## config.mk

```make
export PLATFORM = sky130hd
export DESIGN_NAME = pwr_energy_calc
export DESIGN_NICKNAME = d
export VERILOG_FILES = /design/src/rtl/pwr_energy_calc.sv
export SDC_FILE = /design/constraint.sdc
export NUM_CORES = 2
export LEC_CHECK = 0
export BUFFER_PORTS_ARGS = -buffer_cell sky130_fd_sc_hd__buf_2
export CORE_MARGIN = 5
export CORE_UTILIZATION = 60
export DETAILED_ROUTE_END_ITERATION = 12
export PLACE_DENSITY = 0.81
export SLEW_MARGIN = 20
export SYNTH_ARGS = -nofsm -noshare
export SYNTH_HDL_FRONTEND = slang
export SYNTH_SLANG_ARGS = --single-unit
```

## constraint.sdc

```tcl
create_clock -name clk_i -period 17.2 [get_ports clk_i]
set_input_delay 0.86 -clock clk_i [delete_from_list [all_inputs] [get_ports clk_i]]
set_output_delay 0.86 -clock clk_i [all_outputs]
set_load 0.005 [all_outputs]
```

## src/rtl/pwr_energy_calc.sv

```systemverilog
module pwr_energy_calc #(
  parameter int NCH    = 4,
  parameter int CAL_W  = 15,
  parameter int EW     = 32,
  parameter int CSHIFT = 8,
  parameter int PSHIFT = 12
) (
  input  logic                   clk_i,
  input  logic                   rst_i,
  input  logic                   res_valid_i,
  input  logic [$clog2(NCH)-1:0] res_ch_i,
  input  logic [15:0]            shunt_i,
  input  logic [15:0]            bus_i,
  input  logic [NCH*CAL_W-1:0]   cal_i,
  input  logic                   tick_i,
  input  logic [NCH-1:0]         clr_i,
  output logic [NCH*16-1:0]      cur_o,
  output logic [NCH*16-1:0]      pwr_o,
  output logic [NCH*EW-1:0]      energy_o,
  output logic [NCH-1:0]         eovf_o,
  output logic                   math_ovf_o
);
  localparam int PW = 16 + CAL_W + 1;
  localparam logic signed [PW-1:0] CMAX = PW'(32767);
  localparam logic signed [PW-1:0] CMIN = -PW'(32768);

  logic [CAL_W-1:0]     cal_sel;
  logic signed [PW-1:0] cprod, cshf;
  logic                 cur_hi, cur_lo, p_sat;
  logic [15:0]          cur_new, pwr_new;
  logic [16:0]          cur_abs;
  logic [32:0]          pprod, pshf;

  logic [15:0]   cur_q [NCH];
  logic [15:0]   pwr_q [NCH];
  logic [EW-1:0] en_q  [NCH];
  logic [NCH-1:0] eovf_q;
  logic           movf_q;

  assign cal_sel = cal_i[res_ch_i*CAL_W +: CAL_W];
  assign cprod   = $signed(shunt_i) * $signed({1'b0, cal_sel});
  assign cshf    = cprod >>> CSHIFT;
  assign cur_hi  = cshf > CMAX;
  assign cur_lo  = cshf < CMIN;
  assign cur_new = cur_hi ? 16'h7fff : cur_lo ? 16'h8000 : cshf[15:0];
  assign cur_abs = cur_new[15] ? 17'd0 - {1'b1, cur_new} : {1'b0, cur_new};
  assign pprod   = cur_abs * bus_i;
  assign pshf    = pprod >> PSHIFT;
  assign p_sat   = |pshf[32:16];
  assign pwr_new = p_sat ? 16'hffff : pshf[15:0];

  always_ff @(posedge clk_i) begin
    if (rst_i) begin
      for (int k = 0; k < NCH; k++) begin
        cur_q[k] <= '0;
        pwr_q[k] <= '0;
      end
      movf_q <= 1'b0;
    end else if (res_valid_i) begin
      cur_q[res_ch_i] <= cur_new;
      pwr_q[res_ch_i] <= pwr_new;
      if (cur_hi || cur_lo || p_sat) movf_q <= 1'b1;
    end
  end

  assign math_ovf_o = movf_q;

  for (genvar g = 0; g < NCH; g++) begin : g_ch
    logic [EW:0] sum;
    assign sum = {1'b0, en_q[g]} + (EW+1)'(pwr_q[g]);

    always_ff @(posedge clk_i) begin
      if (rst_i || clr_i[g]) begin
        en_q[g]   <= '0;
        eovf_q[g] <= 1'b0;
      end else if (tick_i) begin
        en_q[g] <= sum[EW-1:0];
        if (sum[EW]) eovf_q[g] <= 1'b1;
      end
    end

    assign cur_o[g*16 +: 16]    = cur_q[g];
    assign pwr_o[g*16 +: 16]    = pwr_q[g];
    assign energy_o[g*EW +: EW] = en_q[g];
    assign eovf_o[g]            = eovf_q[g];

    assert_clear_wins_R8: assert property (@(posedge clk_i) disable iff (rst_i)
      clr_i[g] |=> (energy_o[g*EW +: EW] == '0) && !eovf_o[g]);
    assert_eovf_sticky_R7: assert property (@(posedge clk_i) disable iff (rst_i)
      (eovf_o[g] && !clr_i[g]) |=> eovf_o[g]);
    assert_energy_hold_R6: assert property (@(posedge clk_i) disable iff (rst_i)
      (!tick_i && !clr_i[g]) |=> $stable(energy_o[g*EW +: EW]));
  end

  assert_result_hold_R9: assert property (@(posedge clk_i) disable iff (rst_i)
    !res_valid_i |=> ($stable(cur_o) && $stable(pwr_o)));
  assert_movf_sticky_R5: assert property (@(posedge clk_i) disable iff (rst_i)
    math_ovf_o |=> math_ovf_o);
  assert_sat_flags_R3: assert property (@(posedge clk_i) disable iff (rst_i)
    (res_valid_i && (cur_hi || cur_lo)) |=> math_ovf_o);
endmodule

```

==> metrics <==
largest net degree at the start of global routing 65; CP endpoint kind register; FF-to-FF End en_q[0][30]; crit path from res_ch_i[0]; Worst Skew 17.6 ps; Seq/Total Area, Yosys 23.6%; Design Area, Final ~36000 µm²; unrepaired setup endpoints after global routing no; CP Launch Type primary input; vias in the first global route approximately 26000; Synth Instances approximately 3400; total grt overflow 0; Slew @ Worst Pin about 1000 ps; final-stage net count around 4500; Place WS between 200 and 250 ps; asr flop ratio synth 0%; DR iter-0 viols about 2100; Worst-Skew Late Latency 540 ps; CTS Sinks 261; number of setup violations in the final report 0; worst reg2reg path depth 16; core area around 55000 µm²; final hold vios 0; Chip Width between 200 and 250 µm; Filler cells around 4200; vias per cell ~6; area growth from synthesis to layout 9.72%; Req. time, crit path between 15000 and 20000 ps; H-Tree Depth 1; mapped cell area 33000 µm²; flops & latches, synth 261; first-pass GRT wire length between 100000 and 150000 µm; crit-path max FO 64; post-synth top area share between 20% and 30%; cell taking the most area after synthesis fa_1; Critical Path Sink pwr_q[0][14]; maxcap violations 0; crit-path leading delay family adder cells; max-slew violation count 0; Initial Utilization around three fifths; gr usage total between 20% and 30%; Worst R2R Start pwr_q[0][0]; HPWL Detailed ~71000 µm; max incr delay on CP 750 ps; DR DRC count 0; die extent in y 244 µm; CTS max path bufs 3; WS Path Type primary input to register; reg2reg setup slack around 13000 ps; synth warn 0; Hold/Removal Path Class register to register; non-filler instance count after layout around 4500; routed wire length per instance 20.1 µm; status finished clean; final period utilization 94.7%; Final TNS setup 0 ps; drt pass-1 iters 7; initial antenna violation count 0; port bufs roughly 360; syn_area_per_cell 9.58 µm²; Top Ports between 300 and 400; Crit path depth 54; Tmin final 16290 ps; arrival time worst endpoint between 15000 and 20000 ps; vias 26100; post-placement cell area between 30000 and 40000 µm²; Final ANT Viol Nets 0; worst setup margin 911 ps; Die Area approximately 60000 µm²; count of cell types in the netlist between 90 and 100; WP buf/inv 11; CP dominant cell by count fa_1; layout cells sized above 1 13.5%; routed wire length 89800 µm; EDFF count, synth 256; slowest CP cell mux4_2; GP Congestion between 0.9 and 1; Placed Cells between 4000 and 5000; root buffer cell clkbuf_16; f_max roughly 0.061 GHz; top post-synthesis cells by area fa_1, edfxtp_1, ha_1; TritonCTS clock tree done; CTS Buf Count 23; Synth Flop Type edfxtp_1; Rows 86; Clk pin slew, worst setup/hold paths 70 ps; Max-Slew Margin vs Limit between 30 and 40%
## sequential cells by signal (all words and copies together), names as in the netlist
register,flops
cur_q,64
en_q,128
eovf_o,4
math_ovf_o,1
pwr_q,64
## cell usage after synthesis (13+ instances only)
cell type and instances:
inv_1 588, fa_1 456, nand2_1 386, edfxtp_1 256
ha_1 246, and2_1 235, nor2_1 230, a21oi_1 199
clkbuf_1 100, xnor2_1 92, o21ai_0 73, xor2_1 52
nor3_1 47, a21o_1 46, nand4_1 37, and3_1 36
nand3_1 35, nand2b_1 27, o21bai_1 19, buf_2 18
a31oi_1 15, mux4_2 15, or3_1 15, a21boi_0 13
nor2b_1 13
## layer usage
metal / track usage, % / wire [µm] / up-vias
li1: - / - / 11700
met1: 38.8 / 33900 / 12700
met2: 49.4 / 42300 / 1377
met3: 5.10 / 8770 / 254
met4: 13.3 / 4900 / 0
met5: 0 / 0 / -
## placed cells by master (no fill, tap or decap), types with 73 or more instances in the layout
cell and count:
inv_1 588, fa_1 456, nand2_1 386, buf_2 362, edfxtp_1 256, ha_1 246, and2_1 235, nor2_1 229
a21oi_1 199, xnor2_1 91, o21ai_0 73
## repair_timing
item	CTS	global route
buffers inserted	0	0
hold buffers	0	0
gates resized for setup	0	2
endpoints found under the setup margin	0	64
## worst min-delay path: stages (launching register included)
cell	delay, ps
dfxtp_1	320
nand2_1	60
nand2_1	50
## kinds of logic (layout without fill, tap and decap cells)
family	after synthesis	after routing	synth area share [%]
simple gates	1106	1106	16.4
fa+ha+maj	702	702	37.0
xor+xnor	145	145	3.87
flops	261	261	23.6
other cells	2	18	0.0228
buf+inv	731	1035	8.78
mux	20	20	1.18
compound gates	475	475	9.19
## through the flow
| stage | util (%) | hold slack, ps |
|---|---|---|
| floorplan | - | 439 |
| global placement | 64.6 | 436 |
| detailed placement | 64.6 | 450 |
| CTS | 66.0 | 461 |
| global route | 66.1 | 495 |
| finish | 66.1 | 473 |
## cell type report
class	instances	area (µm²)	share of cell area [%]
Clock inverter	17	201	0.557
Antenna cell	2	5.00	0.0138
Inverter	588	2210	6.10
Multi-Input combinational cell	2464	22400	61.8
Timing Repair Buffer	405	2140	5.91
Sequential cell	261	7790	21.5
Clock buffer	25	593	1.64
Tap cell	704	881	2.43
## how the worst min path moves through the flow
stage | from | to | slack, ps | cells after the start
after floorplan | eovf_o[0] | eovf_o[0] | 440 | 2
after global placement | eovf_o[1] | eovf_o[1] | 440 | 2
after detailed placement | eovf_o[0] | eovf_o[0] | 450 | 2
after CTS | eovf_o[0] | eovf_o[0] | 460 | 2
after global routing | eovf_o[1] | eovf_o[1] | 500 | 2
final | eovf_o[0] | eovf_o[0] | 470 | 2
Power is not shown: default switching activity piles up to over one toggle a cycle in this logic, so the estimate is an artifact.
